`src/rtl/pps_tick_pkg.sv`:
```
package pps_tick_pkg;
  // |a - b| <= b >> shift, evaluated on 32-bit values
  function automatic logic within_tol(input logic [31:0] meas, input logic [31:0] est,
                                      input int unsigned shift);
    logic [31:0] diff;
    diff = (meas > est) ? meas - est : est - meas;
    return diff <= (est >> shift);
  endfunction
endpackage

```
`src/rtl/pps_edge_sync.sv`:
```
module pps_edge_sync #(
  parameter int unsigned STAGES = 2
) (
  input  logic clk_i,
  input  logic rst_ni,
  input  logic pps_i,
  output logic rise_o
);
  logic [STAGES:0] sh_q;

  always_ff @(posedge clk_i or negedge rst_ni) begin
    if (!rst_ni) sh_q <= '0;
    else         sh_q <= {sh_q[STAGES-1:0], pps_i};
  end

  assign rise_o = sh_q[STAGES-1] & ~sh_q[STAGES];
endmodule

```
`src/rtl/pps_period_meter.sv`:
```
module pps_period_meter
  import pps_tick_pkg::*;
#(
  parameter int unsigned CNT_W     = 27,
  parameter int unsigned TOL_SHIFT = 13
) (
  input  logic             clk_i,
  input  logic             rst_ni,
  input  logic             rise_i,
  input  logic             ref_valid_i,
  input  logic [CNT_W-1:0] est_i,
  output logic             accept_o,
  output logic [CNT_W-1:0] meas_o,
  output logic             holdover_o
);
  logic [CNT_W-1:0] cnt_q;
  logic             have_ref_q, hold_q;
  logic             in_tol;
  logic [CNT_W:0]   timeout;

  assign meas_o   = cnt_q + CNT_W'(1);
  assign in_tol   = within_tol(32'(meas_o), 32'(est_i), TOL_SHIFT);
  assign timeout  = {1'b0, est_i} + {2'b0, est_i[CNT_W-1:1]};
  assign accept_o = ref_valid_i & rise_i & have_ref_q & in_tol;
  assign holdover_o = hold_q;

  always_ff @(posedge clk_i or negedge rst_ni) begin
    if (!rst_ni) begin
      cnt_q      <= '0;
      have_ref_q <= 1'b0;
      hold_q     <= 1'b1;
    end else if (!ref_valid_i) begin
      cnt_q      <= '0;
      have_ref_q <= 1'b0;
      hold_q     <= 1'b1;
    end else if (rise_i && (!have_ref_q || in_tol)) begin
      cnt_q      <= '0;
      have_ref_q <= 1'b1;
      if (have_ref_q) hold_q <= 1'b0;
    end else if ({1'b0, cnt_q} == timeout) begin
      // no usable edge for 1.5 s: drop lock, freeze counter
      hold_q     <= 1'b1;
      have_ref_q <= 1'b0;
    end else begin
      cnt_q <= cnt_q + CNT_W'(1);
    end
  end

  a_r8_invalid_holds: assert property (@(posedge clk_i) disable iff (!rst_ni)
    !ref_valid_i |=> hold_q);
  a_r7_accept_clears: assert property (@(posedge clk_i) disable iff (!rst_ni)
    accept_o |=> !hold_q);
  a_r2_accept_restarts: assert property (@(posedge clk_i) disable iff (!rst_ni)
    accept_o |=> (cnt_q == '0));
  a_r8_no_accept_invalid: assert property (@(posedge clk_i) disable iff (!rst_ni)
    !ref_valid_i |=> !have_ref_q);
endmodule

```
`src/rtl/pps_avg_window.sv`:
```
module pps_avg_window #(
  parameter int unsigned CNT_W  = 27,
  parameter int unsigned WIN_LG = 3,
  parameter int unsigned NOM_HZ = 25_000_000
) (
  input  logic                    clk_i,
  input  logic                    rst_ni,
  input  logic                    push_i,
  input  logic [CNT_W-1:0]        meas_i,
  output logic [CNT_W-1:0]        est_o,
  output logic [CNT_W+WIN_LG-1:0] div_sum_o
);
  localparam int unsigned WIN_N = 1 << WIN_LG;
  localparam int unsigned SUM_W = CNT_W + WIN_LG;

  logic [CNT_W-1:0]  win_q [WIN_N];
  logic [WIN_LG-1:0] ptr_q;
  logic [WIN_LG:0]   fill_q;
  logic [SUM_W-1:0]  sum_q;
  logic              full;

  assign full = (fill_q == (WIN_LG+1)'(WIN_N));

  always_ff @(posedge clk_i or negedge rst_ni) begin
    if (!rst_ni) begin
      for (int i = 0; i < WIN_N; i++) win_q[i] <= '0;
      ptr_q  <= '0;
      fill_q <= '0;
      sum_q  <= '0;
    end else if (push_i) begin
      win_q[ptr_q] <= meas_i;
      ptr_q        <= ptr_q + WIN_LG'(1);
      sum_q        <= sum_q + SUM_W'(meas_i) - SUM_W'(win_q[ptr_q]);
      if (!full) fill_q <= fill_q + (WIN_LG+1)'(1);
    end
  end

  assign est_o     = full ? CNT_W'(sum_q >> WIN_LG) : CNT_W'(NOM_HZ);
  assign div_sum_o = full ? sum_q : (SUM_W'(NOM_HZ) << WIN_LG);

  always_ff @(posedge clk_i) begin
    if (rst_ni) a_r3_fill_range: assert (fill_q <= (WIN_LG+1)'(WIN_N));
  end
endmodule

```
`src/rtl/pps_frac_divider.sv`:
```
module pps_frac_divider #(
  parameter int unsigned SUM_W   = 30,
  parameter int unsigned TICK_HZ = 1000,
  parameter int unsigned WIN_LG  = 3
) (
  input  logic             clk_i,
  input  logic             rst_ni,
  input  logic [SUM_W-1:0] div_sum_i,
  output logic             tick_o
);
  localparam int unsigned ACC_W = SUM_W + 1;
  localparam logic [ACC_W-1:0] INC = ACC_W'(TICK_HZ) << WIN_LG;

  logic [ACC_W-1:0] acc_q, nxt;
  logic             tick_q, wrap;

  assign nxt  = acc_q + INC;
  assign wrap = nxt >= {1'b0, div_sum_i};

  always_ff @(posedge clk_i or negedge rst_ni) begin
    if (!rst_ni) begin
      acc_q  <= '0;
      tick_q <= 1'b0;
    end else begin
      acc_q  <= wrap ? nxt - {1'b0, div_sum_i} : nxt;
      tick_q <= wrap;
    end
  end

  assign tick_o = tick_q;

  a_r5_acc_moves: assert property (@(posedge clk_i) disable iff (!rst_ni)
    !wrap |=> acc_q == $past(acc_q) + INC);
endmodule

```
`src/rtl/pps_ms_tick.sv`:
```
module pps_ms_tick #(
  parameter int unsigned NOM_HZ      = 25_000_000,
  parameter int unsigned TICK_HZ     = 1000,
  parameter int unsigned WIN_LG      = 3,
  parameter int unsigned TOL_SHIFT   = 13,
  parameter int unsigned SYNC_STAGES = 2
) (
  input  logic                          clk_i,
  input  logic                          rst_ni,
  input  logic                          pps_i,
  input  logic                          ref_valid_i,
  output logic                          tick_o,
  output logic [$clog2(NOM_HZ*4)-1:0]   freq_o,
  output logic                          holdover_o
);
  localparam int unsigned CNT_W = $clog2(NOM_HZ*4);
  localparam int unsigned SUM_W = CNT_W + WIN_LG;

  logic             rise, accept;
  logic [CNT_W-1:0] meas, est;
  logic [SUM_W-1:0] div_sum;

  pps_edge_sync #(.STAGES(SYNC_STAGES)) u_sync (
    .clk_i, .rst_ni, .pps_i, .rise_o(rise)
  );

  pps_period_meter #(.CNT_W(CNT_W), .TOL_SHIFT(TOL_SHIFT)) u_meter (
    .clk_i, .rst_ni, .rise_i(rise), .ref_valid_i, .est_i(est),
    .accept_o(accept), .meas_o(meas), .holdover_o
  );

  pps_avg_window #(.CNT_W(CNT_W), .WIN_LG(WIN_LG), .NOM_HZ(NOM_HZ)) u_win (
    .clk_i, .rst_ni, .push_i(accept), .meas_i(meas), .est_o(est), .div_sum_o(div_sum)
  );

  pps_frac_divider #(.SUM_W(SUM_W), .TICK_HZ(TICK_HZ), .WIN_LG(WIN_LG)) u_div (
    .clk_i, .rst_ni, .div_sum_i(div_sum), .tick_o
  );

  assign freq_o = est;
endmodule

```
`config.mk`:
```
export PLATFORM = sky130hd
export DESIGN_NAME = pps_ms_tick
export DESIGN_NICKNAME = d
export VERILOG_FILES = /design/src/rtl/pps_tick_pkg.sv /design/src/rtl/pps_edge_sync.sv /design/src/rtl/pps_period_meter.sv /design/src/rtl/pps_avg_window.sv /design/src/rtl/pps_frac_divider.sv /design/src/rtl/pps_ms_tick.sv
export SDC_FILE = /design/constraint.sdc
export NUM_CORES = 1
export LEC_CHECK = 0
export BUFFER_PORTS_ARGS = -buffer_cell sky130_fd_sc_hd__buf_2
export CAP_MARGIN = 20
export CORE_AREA = 2 2 202 204
export CTS_CLUSTER_DIAMETER = 30
export DETAILED_ROUTE_END_ITERATION = 6
export DIE_AREA = 0 0 204 206
export GPL_ROUTABILITY_DRIVEN = 0
export PLACE_DENSITY_LB_ADDON = 0.15
export SETUP_SLACK_MARGIN = 0.05
export SYNTH_ARGS = -nofsm -noshare
export SYNTH_HDL_FRONTEND = slang
export SYNTH_SLANG_ARGS = --single-unit
```
`constraint.sdc`:
```
create_clock -name clk_i -period 8.6 [get_ports clk_i]
set_input_delay 1.72 -clock clk_i [delete_from_list [all_inputs] [get_ports clk_i]]
set_output_delay 1.72 -clock clk_i [all_outputs]
set_load 0.01 [all_outputs]
```
==> metrics.yaml <==
grt_setup_unrepaired: "false"
antenna_found_initial: 1
clkPwrFrac_pct: 63.5
yosys.area.top_type: "dfrtp_1"
nets: 2540
maxCapViolations: 0
cts_htree_levels: 3
drc_errors: 0
synthFlopType: "dfrtp_1"
synth_cell_types: 90
worst-slew-pin-transition_ns: 1.02
grt_pass1_wl_mm: 104
core_area_um2: 40200
dpl.hpwl_mm: 47.4
die_y_um: 206
vdd_drop_max_mv: 0.237
cpMaxStageDelayCell: "and4_1"
seq_power_share_pct: 33.6
wl_per_cell_um: 22.5
drtAntennaViolNets: 0
cts_setup_buffers: 0
p_sw_w: 0.000965
synth_nets: 2473
final_layout_size_suffix_gt1_share_pct: 23.8
dp_cells: 2805
cts_sinks: 317
leakage_nw: 12.7
outcome: "complete, no violations"
final-setup-viol-count: 0
die-area_um2: 42000
slew_headroom_pct: 32.1
arrival_ns: 8.49
die_width_um: 204
ys_top_cells_by_area: "dfrtp_1 (33%), mux2_2 (12%), ha_1 (8.5%), mux4_2 (5.1%), xnor2_1 (3.7%)"
io_buffers: 32
cts_root_buf: "clkbuf_16"
fillers: 2996
clock.fmax_ghz: 0.125
ff2ff_path_depth: 30
rows: 74
holdPathStages: 0
crit_type: "reg2reg"
slew_violations: 0
syn_avg_cell_area_um2: 10.4
power_density_nw_per_um2: 164
cp_max_fo: 20
cts_tree: "yes"
r2r_slack_ns: 0.57
num_antenna_cells: 0
reg2reg_to: "u_win.win_q[190]"
cts_buffer_depth: 3
crit_required_ns: 9.06
synth_area_um2: 23700
cp-start-kind: "register"
clk_latency_ns: 0.60
cts_made_buffers: 72
synth_top_area_share_pct: 33.4
initialDrtViolationCount: 1684
synth_warnings: 0
ys_ff_latch: 317
min_from: "u_sync.sh_q[0]"
cts_hold_buffers: 0
clk_pin_slew_ns: 0.04
synthArstFlopShare_pct: 100
io-pin-count: 33
yosysSeqAreaShare_pct: 33.5
worstHoldPathType: "reg2reg"
finalHoldViolations: 0
grt_pass1_vias: 18792
skew_ns: 0.0279
min_to: "u_sync.sh_q[1]"
area_growth_pct: 14.8
synth_edf_count: 0
routed_wl_mm: 66.0
finalNonFillerCells: 2932
tns_ns: 0
fin_crit_ns: 8.03
comb_power_share_pct: 2.9
grt_max_degree: 183
cp_common_cell: "buf_4"
synthCells: 2280
drt_first_pass_iters: 6
postCtsResizedCells: 0
r2r_start: "u_meter.cnt_q[2]"
slowest_delay_ns: 0.61
initial_utilization_pct: 58.9
fin_crit_sh_pct: 93.4
grt_usage_pct: 32.2
p_int_w: 0.00350
vias_per_cell: 6.44
p_sw_share_pct: 21.6
overflow: 0
cp-end-kind: "register"
num_vias: 18880
-- registers in the layout (all words and copies together), names as in the netlist --
name / flops
u_win.win_q: 216
u_sync.sh_q: 3
u_win.fill_q: 4
u_div.acc_q: 31
u_meter.cnt_q: 27
u_meter.have_ref_q: 1
u_div.tick_o: 1
u_win.sum_q: 30
u_meter.holdover_o: 1
u_win.ptr_q: 3
-- through the flow --
step,hold WS (ns),instance area [um2],setup slack (ns),utilization (%),power (W)
floorplan,0.331,23700,1.14,-,0.00160
global placement,0.342,24600,0.804,61.3,0.00165
detailed placement,0.341,24600,0.761,61.3,0.00165
CTS,0.350,27200,0.717,67.7,0.00450
global route,0.351,27200,0.207,67.7,0.00460
finish,0.347,27200,0.570,67.7,0.00447
-- worst max path at each step --
stage | from | to | slack [ns] | cells after the start
after floorplan | u_meter.cnt_q[5] | u_win.win_q[168] | 1.14 | 30
after global placement | u_meter.cnt_q[0] | u_win.win_q[162] | 0.80 | 32
after detailed placement | u_meter.cnt_q[0] | u_win.win_q[192] | 0.76 | 32
after CTS | u_meter.cnt_q[0] | u_win.win_q[190] | 0.72 | 32
after global routing | u_meter.cnt_q[2] | u_win.win_q[190] | 0.21 | 27
final | u_meter.cnt_q[2] | u_win.win_q[190] | 0.57 | 30
-- critical path, delay by kind of cell (launching register included) --
kind / cells / cell delay [ns]
AND/OR/NAND/NOR: 10 / 2.51
flip-flops: 1 / 0.53
XOR/XNOR: 2 / 0.38
adder cells (fa/ha/maj): 2 / 0.80
buffers and inverters: 4 / 0.98
AO/OA/AOI/OAI: 9 / 1.68
multiplexers: 3 / 1.00
-- final cells by class --
class                   count  area [um2]  area share, %
well taps                 532         666           2.45
multi-input cells        1766       15000           55.0
clock inverters            31         464           1.71
inverters                  97         364           1.34
flip-flops and latches    317        7940           29.2
repair buffers             93         723           2.66
clock buffers              96        2080           7.63
-- power groups by stage --
stage | Clock, W | Combinational, W | Sequential, W
3_3_place_gp | 0 | 0.000127 | 0.00152
6_report | 0.00284 | 0.000130 | 0.00150
3_5_place_dp | 0 | 0.000129 | 0.00152
4_1_cts | 0.00287 | 0.000130 | 0.00150
2_1_floorplan | 0 | 0.0000724 | 0.00152
5_1_grt | 0.00295 | 0.000146 | 0.00150
-- cell families after synthesis --
family,after synthesis,share of synthesized area (%)
xor gates and xnor gates,163,6.06
buffers and inverters,197,3.49
and+or+nand+nor,556,12.8
adders and majority gates,189,10.9
muxes,365,19.7
DFF,317,33.5
AOI/OAI and AO/OA,493,13.6
-- layout by cell type, fill, tap and decap left out, types with 31 or more instances in the layout --
cell,instances
xor2_1,63
dfrtp_1,313
inv_1,97
nor2_1,118
xnor2_1,99
nand2_1,123
nand3_1,45
buf_4,53
o21ai_0,89
mux2_2,256
mux2i_1,49
nor3_1,32
and3_1,31
ha_1,161
a21oi_1,155
clkbuf_16,75
buf_2,31
mux4_2,54
a21o_1,71
-- synthesized netlist by cell type, types with 6 or more instances --
cell type	instances
a211o_1	11
a211oi_1	23
a21o_1	71
a21oi_1	155
a31oi_1	15
and2_1	13
and3_1	31
and4_1	17
buf_1	6
buf_2	24
buf_6	7
clkbuf_1	61
dfrtp_1	316
fa_1	28
ha_1	161
inv_1	97
mux2_2	256
mux2i_1	49
mux4_2	54
nand2_1	123
nand2b_1	18
nand3_1	45
nand3b_1	12
nand4_1	27
nor2_1	118
nor2b_1	22
nor3_1	32
nor4_1	16
nor4_4	8
o2111ai_1	6
o211ai_1	14
o21a_1	18
o21ai_0	89
o21bai_1	14
o31ai_1	12
or2_2	20
or3_1	28
xnor2_1	99
xor2_1	63
-- routing by layer --
metal | vias up | wire, um | GRT usage (%)
met5 | - | 13 | 0
met4 | 2 | 3090 | 15.8
met3 | 183 | 4460 | 6.26
met2 | 737 | 30600 | 51.8
met1 | 9377 | 27900 | 41.9
li1 | 8581 | - | -
No activity file was read; power rests on OpenSTA's default activity.
